**src/rtl/seg7_pkg.sv**
```systemverilog
package seg7_pkg;
  localparam int NUM_BANKS  = 5;
  localparam int NIB_W      = 4;
  localparam int SEG_W      = 7;
  localparam int CFG_W      = 8;
  localparam int DISP_W     = 24;
  localparam int NIBS_W     = NUM_BANKS * NIB_W;
  localparam int BRIGHT_BIT = DISP_W - 1;
  localparam int DP_LSB     = NIBS_W;
  localparam int DP_W       = BRIGHT_BIT - DP_LSB;
  localparam int IDX_W      = $clog2(NUM_BANKS);

  typedef enum logic [1:0] {
    OVR_NONE    = 2'b00,
    OVR_HEX     = 2'b01,
    OVR_SPECIAL = 2'b10,
    OVR_RAW     = 2'b11
  } ovr_mode_e;

  function automatic logic [SEG_W-1:0] hex_glyph(input logic [NIB_W-1:0] n);
    case (n)
      4'h0: hex_glyph = 7'h3F;  4'h1: hex_glyph = 7'h06;
      4'h2: hex_glyph = 7'h5B;  4'h3: hex_glyph = 7'h4F;
      4'h4: hex_glyph = 7'h66;  4'h5: hex_glyph = 7'h6D;
      4'h6: hex_glyph = 7'h7D;  4'h7: hex_glyph = 7'h07;
      4'h8: hex_glyph = 7'h7F;  4'h9: hex_glyph = 7'h6F;
      4'hA: hex_glyph = 7'h77;  4'hB: hex_glyph = 7'h7C;
      4'hC: hex_glyph = 7'h39;  4'hD: hex_glyph = 7'h5E;
      4'hE: hex_glyph = 7'h79;  default: hex_glyph = 7'h71;
    endcase
  endfunction

  function automatic logic [SEG_W-1:0] special_glyph(input logic [NIB_W-1:0] n);
    case (n)
      4'h0: special_glyph = 7'h00;  4'h1: special_glyph = 7'h58;
      4'h2: special_glyph = 7'h76;  4'h3: special_glyph = 7'h74;
      4'h4: special_glyph = 7'h1E;  4'h5: special_glyph = 7'h38;
      4'h6: special_glyph = 7'h54;  4'h7: special_glyph = 7'h5C;
      4'h8: special_glyph = 7'h73;  4'h9: special_glyph = 7'h50;
      4'hA: special_glyph = 7'h3E;  4'hB: special_glyph = 7'h1C;
      4'hC: special_glyph = 7'h6E;  4'hD: special_glyph = 7'h40;
      4'hE: special_glyph = 7'h48;  default: special_glyph = 7'h63;
    endcase
  endfunction
endpackage

```
**src/rtl/seg7_serial_rx.sv**
```systemverilog
module seg7_serial_rx
  import seg7_pkg::*;
#(
  parameter int SYNC_STAGES = 2
) (
  input  logic              clk,
  input  logic              rst_n,
  input  logic              ser_clk,
  input  logic              ser_din,
  input  logic              ser_en_n,
  output logic [CFG_W-1:0]  cfg_q,
  output logic [DISP_W-1:0] disp_q,
  output logic              sdout
);
  localparam int POS_W = $clog2(DISP_W);
  localparam logic [2:0] IDLE_LINES = 3'b100;

  // [2] enable, [1] data, [0] clock
  logic [SYNC_STAGES:0][2:0] pipe_q;
  logic [2:0] cur, prev;
  logic clk_rise, en_rise, en_low;
  logic [DISP_W-1:0] shreg_q;
  logic [POS_W-1:0]  pos_q;
  logic              wrapped_q;

  always_ff @(posedge clk or negedge rst_n) begin
    if (!rst_n) begin
      for (int i = 0; i <= SYNC_STAGES; i++) pipe_q[i] <= IDLE_LINES;
    end else begin
      pipe_q <= {pipe_q[SYNC_STAGES-1:0], {ser_en_n, ser_din, ser_clk}};
    end
  end

  assign cur      = pipe_q[SYNC_STAGES-1];
  assign prev     = pipe_q[SYNC_STAGES];
  assign clk_rise = cur[0] & ~prev[0];
  assign en_rise  = cur[2] & ~prev[2];
  assign en_low   = ~cur[2];

  always_ff @(posedge clk or negedge rst_n) begin
    if (!rst_n) begin
      shreg_q   <= '0;
      pos_q     <= '0;
      wrapped_q <= 1'b0;
      cfg_q     <= '0;
      disp_q    <= '0;
    end else if (en_rise) begin
      if (pos_q == POS_W'(CFG_W)) cfg_q <= shreg_q[CFG_W-1:0];
      if (pos_q == '0 && wrapped_q) disp_q <= shreg_q;
      pos_q     <= '0;
      wrapped_q <= 1'b0;
    end else if (clk_rise && en_low) begin
      shreg_q <= {shreg_q[DISP_W-2:0], cur[1]};
      if (pos_q == POS_W'(DISP_W - 1)) begin
        pos_q     <= '0;
        wrapped_q <= 1'b1;
      end else begin
        pos_q <= pos_q + 1'b1;
      end
    end
  end

  assign sdout = shreg_q[DISP_W-1];

  assert_cfg_hold_R4: assert property (@(posedge clk) disable iff (!rst_n)
    !en_rise |=> $stable(cfg_q));
  assert_disp_hold_R4: assert property (@(posedge clk) disable iff (!rst_n)
    !en_rise |=> $stable(disp_q));
  assert_chain_out_R12: assert property (@(posedge clk) disable iff (!rst_n)
    (clk_rise && en_low && !en_rise) |=> sdout == $past(shreg_q[DISP_W-2]));
endmodule

```
**src/rtl/seg7_scan.sv**
```systemverilog
module seg7_scan
  import seg7_pkg::*;
#(
  parameter int SLOT_CYCLES = 1024
) (
  input  logic                 clk,
  input  logic                 rst_n,
  output logic [IDX_W-1:0]     idx_q,
  output logic [NUM_BANKS-1:0] bank_oh,
  output logic                 first_half
);
  localparam int CNT_W = $clog2(SLOT_CYCLES);
  localparam int HALF  = SLOT_CYCLES / 2;
  localparam logic [CNT_W-1:0] LAST = CNT_W'(SLOT_CYCLES - 1);

  logic [CNT_W-1:0] cnt_q;

  always_ff @(posedge clk or negedge rst_n) begin
    if (!rst_n) begin
      cnt_q <= '0;
      idx_q <= '0;
    end else if (cnt_q == LAST) begin
      cnt_q <= '0;
      idx_q <= (idx_q == IDX_W'(NUM_BANKS - 1)) ? '0 : idx_q + 1'b1;
    end else begin
      cnt_q <= cnt_q + 1'b1;
    end
  end

  for (genvar i = 0; i < NUM_BANKS; i++) begin : g_oh
    assign bank_oh[i] = (idx_q == IDX_W'(i));
  end

  assign first_half = (cnt_q < CNT_W'(HALF));

  assert_bank_range_R6: assert property (@(posedge clk) disable iff (!rst_n)
    idx_q < IDX_W'(NUM_BANKS));
  assert_slot_hold_R6: assert property (@(posedge clk) disable iff (!rst_n)
    (cnt_q != LAST) |=> $stable(idx_q));
endmodule

```
**src/rtl/seg7_glyph.sv**
```systemverilog
module seg7_glyph
  import seg7_pkg::*;
(
  input  logic [NIB_W-1:0] nib,
  input  logic             use_special,
  input  logic             use_raw,
  output logic [SEG_W-1:0] glyph
);
  always_comb begin
    if (use_raw)          glyph = {{(SEG_W-NIB_W){1'b0}}, nib};
    else if (use_special) glyph = special_glyph(nib);
    else                  glyph = hex_glyph(nib);
  end
endmodule

```
**src/rtl/seg7_mux_driver.sv**
```systemverilog
module seg7_mux_driver
  import seg7_pkg::*;
#(
  parameter int SLOT_CYCLES = 1024,
  parameter int SYNC_STAGES = 2
) (
  input  logic                 clk,
  input  logic                 rst_n,
  input  logic                 ser_clk,
  input  logic                 ser_din,
  input  logic                 ser_en_n,
  output logic                 ser_dout,
  output logic [SEG_W-1:0]     seg_o,
  output logic                 dp_o,
  output logic [NUM_BANKS-1:0] bank_o
);
  logic [CFG_W-1:0]     cfg_q;
  logic [DISP_W-1:0]    disp_q;
  logic [IDX_W-1:0]     idx;
  logic [NUM_BANKS-1:0] oh;
  logic                 first_half;
  logic [NIB_W-1:0]     nib_sel;
  logic                 use_special, use_raw;
  logic [SEG_W-1:0]     glyph;
  logic                 dp_hit, lit, on;
  ovr_mode_e            ovr;

  seg7_serial_rx #(.SYNC_STAGES(SYNC_STAGES)) u_rx (
    .clk(clk), .rst_n(rst_n), .ser_clk(ser_clk), .ser_din(ser_din),
    .ser_en_n(ser_en_n), .cfg_q(cfg_q), .disp_q(disp_q), .sdout(ser_dout)
  );

  seg7_scan #(.SLOT_CYCLES(SLOT_CYCLES)) u_scan (
    .clk(clk), .rst_n(rst_n), .idx_q(idx), .bank_oh(oh), .first_half(first_half)
  );

  always_comb begin
    nib_sel = '0;
    for (int i = 0; i < NUM_BANKS; i++)
      if (idx == IDX_W'(i)) nib_sel = disp_q[i*NIB_W +: NIB_W];
  end

  assign ovr = ovr_mode_e'(cfg_q[CFG_W-1 -: 2]);

  always_comb begin
    use_raw     = 1'b0;
    use_special = 1'b0;
    case (ovr)
      OVR_HEX:     use_special = 1'b0;
      OVR_SPECIAL: use_special = 1'b1;
      OVR_RAW:     use_raw     = 1'b1;
      default: begin
        for (int i = 0; i < NUM_BANKS; i++)
          if (idx == IDX_W'(i)) use_special = cfg_q[i+1];
      end
    endcase
  end

  seg7_glyph u_glyph (
    .nib(nib_sel), .use_special(use_special), .use_raw(use_raw), .glyph(glyph)
  );

  assign dp_hit = (disp_q[DP_LSB +: DP_W] == DP_W'(idx) + DP_W'(1));
  assign lit    = disp_q[BRIGHT_BIT] | first_half;
  assign on     = cfg_q[0];

  always_ff @(posedge clk or negedge rst_n) begin
    if (!rst_n) begin
      seg_o  <= '0;
      dp_o   <= 1'b0;
      bank_o <= '0;
    end else begin
      seg_o  <= (on && lit) ? glyph : '0;
      dp_o   <= on && lit && dp_hit;
      bank_o <= on ? oh : '0;
    end
  end

  assert_blank_R5: assert property (@(posedge clk) disable iff (!rst_n)
    !cfg_q[0] |=> (seg_o == '0 && !dp_o && bank_o == '0));
  assert_dim_off_R10: assert property (@(posedge clk) disable iff (!rst_n)
    (cfg_q[0] && !disp_q[BRIGHT_BIT] && !first_half) |=> (seg_o == '0 && !dp_o));
  assert_one_bank_R6: assert property (@(posedge clk) disable iff (!rst_n)
    $onehot0(bank_o));
endmodule

```
**config.mk**
```make
export PLATFORM = sky130hd
export DESIGN_NAME = seg7_mux_driver
export DESIGN_NICKNAME = d
export VERILOG_FILES = /design/src/rtl/seg7_pkg.sv /design/src/rtl/seg7_serial_rx.sv /design/src/rtl/seg7_scan.sv /design/src/rtl/seg7_glyph.sv /design/src/rtl/seg7_mux_driver.sv
export SDC_FILE = /design/constraint.sdc
export NUM_CORES = 1
export LEC_CHECK = 0
export CAP_MARGIN = 20
export CORE_MARGIN = 2
export CORE_UTILIZATION = 55
export DETAILED_ROUTE_END_ITERATION = 10
export GPL_TIMING_DRIVEN = 0
export PLACE_DENSITY = 0.81
export SLEW_MARGIN = 20
export SYNTH_ARGS = -nofsm -noshare
export SYNTH_HDL_FRONTEND = slang
export SYNTH_SLANG_ARGS = --single-unit
```
**constraint.sdc**
```tcl
create_clock -name clk -period 3.6 [get_ports clk]
set_clock_uncertainty 0.1 [all_clocks]
set_input_delay 1.08 -clock clk [delete_from_list [all_inputs] [get_ports clk]]
set_output_delay 1.08 -clock clk [all_outputs]
set_load 0.005 [all_outputs]
```
* After elaboration in Yosys (flattened, before gate mapping)
Memory sizes are Yosys's and may differ from the RTL's.
Index checks and enable logic that the tools add are counted.
** Storage, ports and cells
- Flip-flop bits (word level) :: 97
- ROM bits :: 224
- Logic and storage cells :: 74
- Memories :: 2
** Cells by class
- Add/subtract/negate cells :: 3
- $lt $le $gt $ge :: 1
- Eq/ne operators :: 11
- Multiplexer cells :: 24
- Bitwise gates (word level) :: 7
- Reductions and logical operators :: 13
** Memory list
- (no name shown) :: words 16, width 7, read ports 1, clocked after Yosys merged registers in 0, write ports 0, line seg7_pkg.sv:34 : case (n)
- (no name shown) :: words 16, width 7, read ports 1, clocked after Yosys merged registers in 0, write ports 0, line seg7_pkg.sv:21 : case (n)
** Operator list (number)
- 7-bit two-way mux :: 3
- 4-bit two-way mux :: 5
- 5-bit two-way mux :: 4
- 10-bit by 1-bit adder with 10-bit output (second input constant) :: 1
- 10-bit equality test (second input constant) :: 1
- 10-bit < comparator (second input constant) :: 1
- 10-bit two-way mux :: 1
- 1-bit two-way mux :: 9
- 2-bit AND reduction :: 4
- 3-bit by 2-bit equality test with 1-bit output (second input constant) :: 2
- 5-bit by 1-bit adder with 5-bit output (second input constant) :: 1
- 5-bit by 4-bit equality test with 1-bit output (second input constant) :: 1
- 5-bit equality test (second input constant) :: 1
- 5-bit logical NOT :: 1
- 2-bit equality test (second input constant) :: 2
- 1-bit logical AND :: 4
- 1-bit inverter :: 4
- 2-bit nonzero test :: 2
- 3-bit by 1-bit adder with 3-bit output (second input constant) :: 1
- 3-bit by 1-bit equality test with 1-bit output (second input constant) :: 1
- 3-bit equality test :: 1
- 3-bit equality test (second input constant) :: 1
- 3-bit logical NOT :: 1
- 3-bit two-way mux :: 1
- other kinds (5) :: 6

* Logic depth before layout (Yosys ltp)
Gate-level depths: netlist of run 1.
- Depth in word-level cells :: 10
- Gate-level depth with buffers :: 13
- Mapped depth without buffers :: 11

* By module
Synthesis of run 1 repeated with hierarchy kept, for this count alone.
** Unflattened totals
- Cells, all modules :: 383
- Area, all modules :: 4804.6 um2
** Modules (own cells, without submodules)
- seg7_serial_rx :: times used 1, cells each 160, area an instance 2727.6 um2, seq. area each 1755.4 um2
- seg7_mux_driver :: times used 1, cells each 81, area an instance 778.2 um2, seq. area each 325.3 um2
- seg7_scan :: times used 1, cells each 63, area an instance 698.2 um2, seq. area each 325.3 um2
- seg7_glyph :: times used 1, cells each 79, area an instance 600.6 um2, seq. area each 0.0 um2

* Worst setup path after synthesis of run 1
OpenSTA, ideal clock, no wires.
- Kind :: reg2reg
- Start :: register u_scan.idx_q[0]
- End :: register seg_o[3]
- Setup time :: 0.122 ns
- Arrival :: 2.523 ns
- Required time :: 3.378 ns
- Path slack :: 0.855 ns
- Cell stages (with the launch flop) :: 13
- Path buffers :: 1
- Clock period less this slack :: 2.745 ns
- Cells stage by stage :: dfrtp_1 > ha_1 > ha_1 > buf_2 > or2_4 > a221oi_2 > o22ai_2 > inv_1 > ha_1 > nand3_1 > a21o_1 > nand3_1 > a2111oi_1
** Between the ends
- Cells in the longest elaborated chain, start to end :: 10
- Elaborated cells on any way between the ends :: 21
- Those cells by class :: 4 x eq/ne; 14 x mux; 1 x reduce/logical; 2 x memory
** RTL lines
- start: declaration :: line seg7_scan.sv:8 : output logic [IDX_W-1:0] idx_q,
- start signal: assignment :: line seg7_scan.sv:24 : idx_q <= (idx_q == IDX_W'(NUM_BANKS - 1)) ? '0 : idx_q + 1'b1;
- 3-bit logical NOT :: line seg7_mux_driver.sv:40, seg7_mux_driver.sv:54
- 4-bit two-way mux or 1-bit two-way mux (tied branches) (5 in a row) :: line seg7_mux_driver.sv:40, seg7_mux_driver.sv:54
- memory read 16 x 7 bit (tied with other cells)
- 7-bit two-way mux :: line seg7_glyph.sv:11 : else if (use_special) glyph = special_glyph(nib);
- 7-bit two-way mux (*) :: line seg7_glyph.sv:10 : if (use_raw) glyph = {{(SEG_W-NIB_W){1'b0}}, nib};
- 7-bit two-way mux (*) :: line seg7_mux_driver.sv:73 : seg_o <= (on && lit) ? glyph : '0;
- end signal: assignment :: line seg7_mux_driver.sv:73
- end: declaration :: line seg7_mux_driver.sv:13 : output logic [SEG_W-1:0] seg_o,
Every way passes the cells marked *; elsewhere a longest branch is shown, timed or not.
A chain may end at the register's enable or synchronous reset.

* Worst setup path after layout of run 1
Same ends and word-level chain as after synthesis.

==> flow_summary.toml, run 1 <==
[routing]
vias = 3223
routed_wl_um = 9050
drt_iter0_drc = 197
postRouteAntennaNets = 0
vias_per_cell = 5.68
first_pass_iters = 5
wl_per_cell_um = 16.0
drc = 0

[logic_synthesis]
yosysSeqAreaShare_pct = 53.4
netlist_instances = 427
synth-main-ff-cell = "dfrtp_1"
ys_seq_elements = 96
synth_area_um2 = 4510
yosys.cell_types.count = 56
synth-async-reset-ratio_pct = 100
synth-edff-count = 0
avgSynthCellArea_um2 = 10.6
syn_nets = 448
yosys_warnings = 0

[worst_hold_path]
hold_class = "reg -> reg"

[clocking]
clockBufferDepth = 2
clk_latency_ns = 0.36
post_cts_buffers = 0
cts_inserted_buffers = 9
cts_resized = 0
clock-sinks = 96
clk_pin_slew_ns = 0.09
cts.htree.levels = 3
ctsHoldBuffers = 0
cts_root_buffer = "clkbuf_8"
cts_tree = "built"

[worst_setup_path]
rrSetupSlack_ns = 0.35
startpoint_type = "register"
crit_type = "reg -> reg"
crit_path_end_kind = "register"
cp.arrival_ns = 3.40
required_ns = 3.74
crit_fanout = 10

[floorplan]
rows = 33
coreArea_um2 = 8090
dieArea_um2 = 8940
start_util_pct = 55.7
pin_count = 19
die_w_um = 94.5
fp.dieH_um = 94.5

[power_and_ir_drop]
power_density_nw_per_um2 = 385
vdd_drop_max_uv = 201
p_leak_nw = 2.44
power_mw = 1.95

[global_route]
antenna_found_initial = 0
grt_pass1_vias = 3181
globalRouteTotalUtil_pct = 22.7
grt.overflow.total = 0
grt_max_degree = 66
grt_pass1_wl_um = 15600

[sta]
rsz0062_at_grt = "false"
post-route-period-util_pct = 90.4
max_freq_mhz = 307
tightest_slew_ns = 0.609
setup_viol_count_final = 0
maxSlewViolCount = 0
period_needed_ns = 3.25
setup_tns_ns = 0
finalHoldViolCount = 0
relSlewSlack_pct = 59.1

[place]
hpwl_um = 6480
port_buffers = 18
routabilityCongestion = 0.866

[final_layout]
syn_to_final_growth_pct = 12.1
num-fill-cells = 653
diodes = 0
drive_gt1_share_pct = 16.0
final_core_util_pct = 62.5
nets = 478

[run]
cap_viol_max_count = 0

[outcome]
status = "completed"
power by group:
group | internal [mW] | leakage [nW] | switching, mW
Sequential | 1.11 | 1.30 | 0.0292
Clock | 0.348 | 0.106 | 0.387
Combinational | 0.0242 | 1.04 | 0.0484
Total | 1.48 | 2.44 | 0.464
critical path, stage by stage (launching register included):
cell       delay [ns]
dfrtp_1          0.43
inv_1            0.12
ha_1             0.24
buf_2            0.19
nand2_1          0.24
o21a_1           0.18
a32o_1           0.41
inv_1            0.17
ha_1             0.35
nand3_1          0.11
a21o_1           0.12
nand3_1          0.09
a2111oi_1        0.39
area by class of cell:
class / instances / area [um2] / area share (%)
clock inverter: 5 / 63.8 / 1.26
multi-input combinational: 296 / 1930 / 38.3
clock buffer: 11 / 141 / 2.80
inverter: 14 / 52.6 / 1.04
buffer: 21 / 116 / 2.30
sequential: 96 / 2410 / 47.6
timing repair buffer: 19 / 209 / 4.13
tap: 105 / 131 / 2.60
cells in the final DEF (no fill, tap or decap), types with 5 or more instances in the layout:
master	count
nand2_1	93
dfrtp_1	93
mux2_2	33
nand3_1	19
clkdlybuf4s50_1	17
ha_1	16
o21ai_0	15
inv_1	14
nor2_1	14
clkbuf_1	11
clkbuf_8	10
a21oi_1	9
xnor2_1	6
buf_2	6
and2_1	6
nand3b_1	6
and3_1	5
nor2b_1	5
o21ai_1	5
per-stage QoR:
step / hold WS, ns / cell area (um2) / setup slack [ns] / std cells
2_1_floorplan: 0.231 / 4510 / 0.855 / 427
4_1_cts: 0.258 / 5050 / 0.332 / 567
5_1_grt: 0.260 / 5050 / 0.165 / 567
3_3_place_gp: 0.236 / 4820 / -2.01 / 550
6_report: 0.262 / 5050 / 0.347 / 567
3_5_place_dp: 0.238 / 4850 / 0.382 / 551
routing by layer:
metal	vias to the layer above	part of all wire [%]	GRT usage (%)	wire [um]
li1	1531	-	-	-
met1	1586	44	30.1	4020
met2	90	50	36.8	4480
met3	16	4.1	3.83	368
met4	0	2.0	10.4	178
met5	-	0	0	0
path summary, 6_finish.rpt:
check / startpoint / to / depth (start not counted)
setup reg to reg: u_scan.idx_q[0] / seg_o[3] / 12
min in group asynchronous: rst_n / bank_o[2] / 1
max in group asynchronous: rst_n / u_rx.cur[2] / 2
hold / removal: u_rx.pipe_q[1] / u_rx.cur[1] / 0
hold reg to reg: u_rx.pipe_q[1] / u_rx.cur[1] / 0
setup / recovery: u_scan.idx_q[0] / seg_o[3] / 12
registers in the layout, indices dropped and copies added (netlist names), 3 cells and up:
| signal | flops |
|---|---|
| u_rx.disp_q | 24 |
| u_rx.pos_q | 5 |
| seg_o | 7 |
| u_rx.cfg_q | 8 |
| u_rx.cur | 3 |
| u_rx.shreg_q | 24 |
| u_scan.cnt_q | 10 |
| u_scan.idx_q | 3 |
| bank_o | 5 |
| u_rx.pipe_q | 3 |
kinds of logic (layout without fill, tap and decap cells):
logic type	after synthesis	count (layout)	share of synthesized area [%]
DFF	96	96	53.4
AOI/OAI and AO/OA	66	66	10.2
buffers and inverters	35	70	3.75
xor gates and xnor gates	10	10	1.94
muxes	37	37	9.13
adders and majority gates	16	16	4.44
and+or+nand+nor	167	167	17.1
synthesized netlist by cell type (all sizes together), types with 2 or more instances:
cell	instances	share of area (%)
a211oi	5	0.94
a21o	2	0.33
a21oi	9	1.0
a221oi	2	0.67
a31oi	2	0.28
and2	6	0.83
and3	5	0.69
buf	11	1.7
clkbuf	10	0.83
dfrtp	93	52
dfstp	3	1.7
ha	16	4.4
inv	14	1.2
mux2	33	8.2
mux2i	4	0.89
nand2	93	7.7
nand3	19	2.1
nand3b	6	1.0
nor2	15	1.3
nor2b	5	0.69
nor3	4	0.44
nor3b	4	0.67
o211ai	4	0.67
o21a	2	0.33
o21ai	21	2.4
o22ai	4	0.69
o31a	2	0.39
o31ai	3	0.50
or3	2	0.28
xnor2	6	1.2
xor2	4	0.78
Note: power is estimated with default switching activity, not from simulation.
==> run 2: changes to the inputs <==
--- a/config.mk
+++ b/config.mk
@@ -6,7 +6,6 @@
 export NUM_CORES = 1
 export LEC_CHECK = 0
 export CAP_MARGIN = 20
-export CORE_MARGIN = 2
 export CORE_UTILIZATION = 55
 export DETAILED_ROUTE_END_ITERATION = 10
 export GPL_TIMING_DRIVEN = 0
==> flow_summary.toml, run 2 (synthesis results as in run 1) <==
[outcome]
status = "completed"

[worst_setup_path]
rrSetupSlack_ns = 0.31
crit_fanout = 10
cp.arrival_ns = 3.44
crit_path_end_kind = "register"
r2r-end = "seg_o[3]"
startpoint_type = "register"
path_delay_family = "compound AO/OA/AOI/OAI gates"
crit_type = "reg -> reg"
slowest_delay_ns = 0.42
worstRegToRegCells = 12
required_ns = 3.74
crit_chain = "inv_1, ha_1, buf_2, nand2_1, o21a_1, a32o_1, inv_1, ha_1, nand3_1, a21o_1, nand3_1, a2111oi_1"
crit_slowest_cell = "dfrtp_1"
critPathBufInv = 3
r2r-start = "u_scan.idx_q[0]"

[sta]
finalHoldViolCount = 0
relSlewSlack_pct = 55.2
period_needed_ns = 3.29
rsz0062_at_grt = "false"
max_freq_mhz = 304
post-route-period-util_pct = 91.5
setup_tns_ns = 0
tightest_slew_ns = 0.667
setup_viol_count_final = 0
whs_ns = 0.256
maxSlewViolCount = 0
layout_setup_ws_ns = 0.305

[run]
cap_viol_max_count = 0

[floorplan]
die_w_um = 92.5
coreArea_um2 = 7850
pin_count = 19
fp.dieH_um = 92.5
rows = 32
start_util_pct = 57.5
dieArea_um2 = 8560

[final_layout]
diodes = 0
syn_to_final_growth_pct = 12.0
nets = 478
drive_gt1_share_pct = 16.0
largestRegisters = "u_rx.disp_q x24, u_rx.shreg_q x24, u_scan.cnt_q x10"
layout_common_cells = "nand2_1 (93), dfrtp_1 (93), mux2_2 (33)"

[routing]
drc = 0
first_pass_iters = 4
postRouteAntennaNets = 0
vias_per_cell = 5.57
drt_iter0_drc = 257
wl_per_cell_um = 15.4
routed_wl_um = 8680
vias = 3143

[place]
routabilityCongestion = 0.877
hpwl_um = 6120
pre_cts_ws_ns = 0.394
port_buffers = 18

[clocking]
cts_resized = 0
cts.htree.levels = 3
clk_latency_ns = 0.36
cts_root_buffer = "clkbuf_8"
cts_tree = "built"
clockBufferDepth = 2
post_cts_buffers = 0
ctsHoldBuffers = 0
clock-sinks = 96
clk_pin_slew_ns = 0.09
cts_inserted_buffers = 9

[global_route]
grt_pass1_wl_um = 15000
grt_pass1_vias = 3117
globalRouteTotalUtil_pct = 22.5
antenna_found_initial = 0
grt_max_degree = 68
grt.overflow.total = 0

[power_and_ir_drop]
power_density_nw_per_um2 = 383
p_leak_nw = 2.44
vdd_drop_max_uv = 219

[worst_hold_path]
holdPathEnd = "u_rx.cur[1]"
hp-start = "u_rx.pipe_q[1]"
hold_depth = 0
hold_class = "reg -> reg"
==> run 2: cell type report <==
| class | count | area (um2) |
|---|---|---|
| Buffer | 21 | 116 |
| Tap cell | 102 | 128 |
| Clock inverter | 5 | 62.6 |
| Clock buffer | 11 | 141 |
| Multi-Input combinational cell | 296 | 1930 |
| Sequential cell | 96 | 2410 |
| Fill cell | 637 | 2800 |
| Timing Repair Buffer | 19 | 209 |
| Inverter | 14 | 52.6 |
==> run 2: worst max-delay path by stage <==
stage | from | to | slack (ns) | cells after the start
after floorplan | u_scan.idx_q[0] | seg_o[3] | 0.86 | 12
after global placement | rst_n | u_rx.shreg_q[20] | -2.03 | 1
after detailed placement | u_scan.idx_q[0] | seg_o[3] | 0.39 | 11
after CTS | u_scan.idx_q[0] | seg_o[3] | 0.37 | 12
after global routing | u_scan.idx_q[0] | seg_o[3] | 0.04 | 12
final | u_scan.idx_q[0] | seg_o[3] | 0.31 | 12
==> run 2: metrics by stage <==
step	instances	power (mW)	cell area, um2	util, %
final	564	1.93	5050	64.3
after global routing	564	2.01	5050	64.3
after CTS	564	1.95	5050	64.3
after detailed placement	548	1.23	4850	61.8
after global placement	547	1.22	4820	61.4
after floorplan	427	1.18	4510	-
==> run 2: worst reg2reg max path, cell delays in order (launching register included) <==
cell and delay [ns]:
dfrtp_1 0.42, inv_1 0.12, ha_1 0.25, buf_2 0.21, nand2_1 0.23, o21a_1 0.19, a32o_1 0.42, inv_1 0.17
ha_1 0.34, nand3_1 0.11, a21o_1 0.13, nand3_1 0.10, a2111oi_1 0.40
==> run 2: power breakdown <==
part	internal [mW]	total [mW]	switching, mW
logic	0.0236	0.0690	0.0454
registers	1.11	1.14	0.0293
clock network	0.347	0.725	0.378
==> run 2: routing by layer <==
layer,vias to the layer above,track usage (%),share of wire (%),wire [um]
met5,-,0,0,0
met4,0,6.77,1.5,128
met3,12,4.19,3.4,299
met2,67,36.4,47,4060
met1,1545,30.7,48,4190
li1,1519,-,-,-
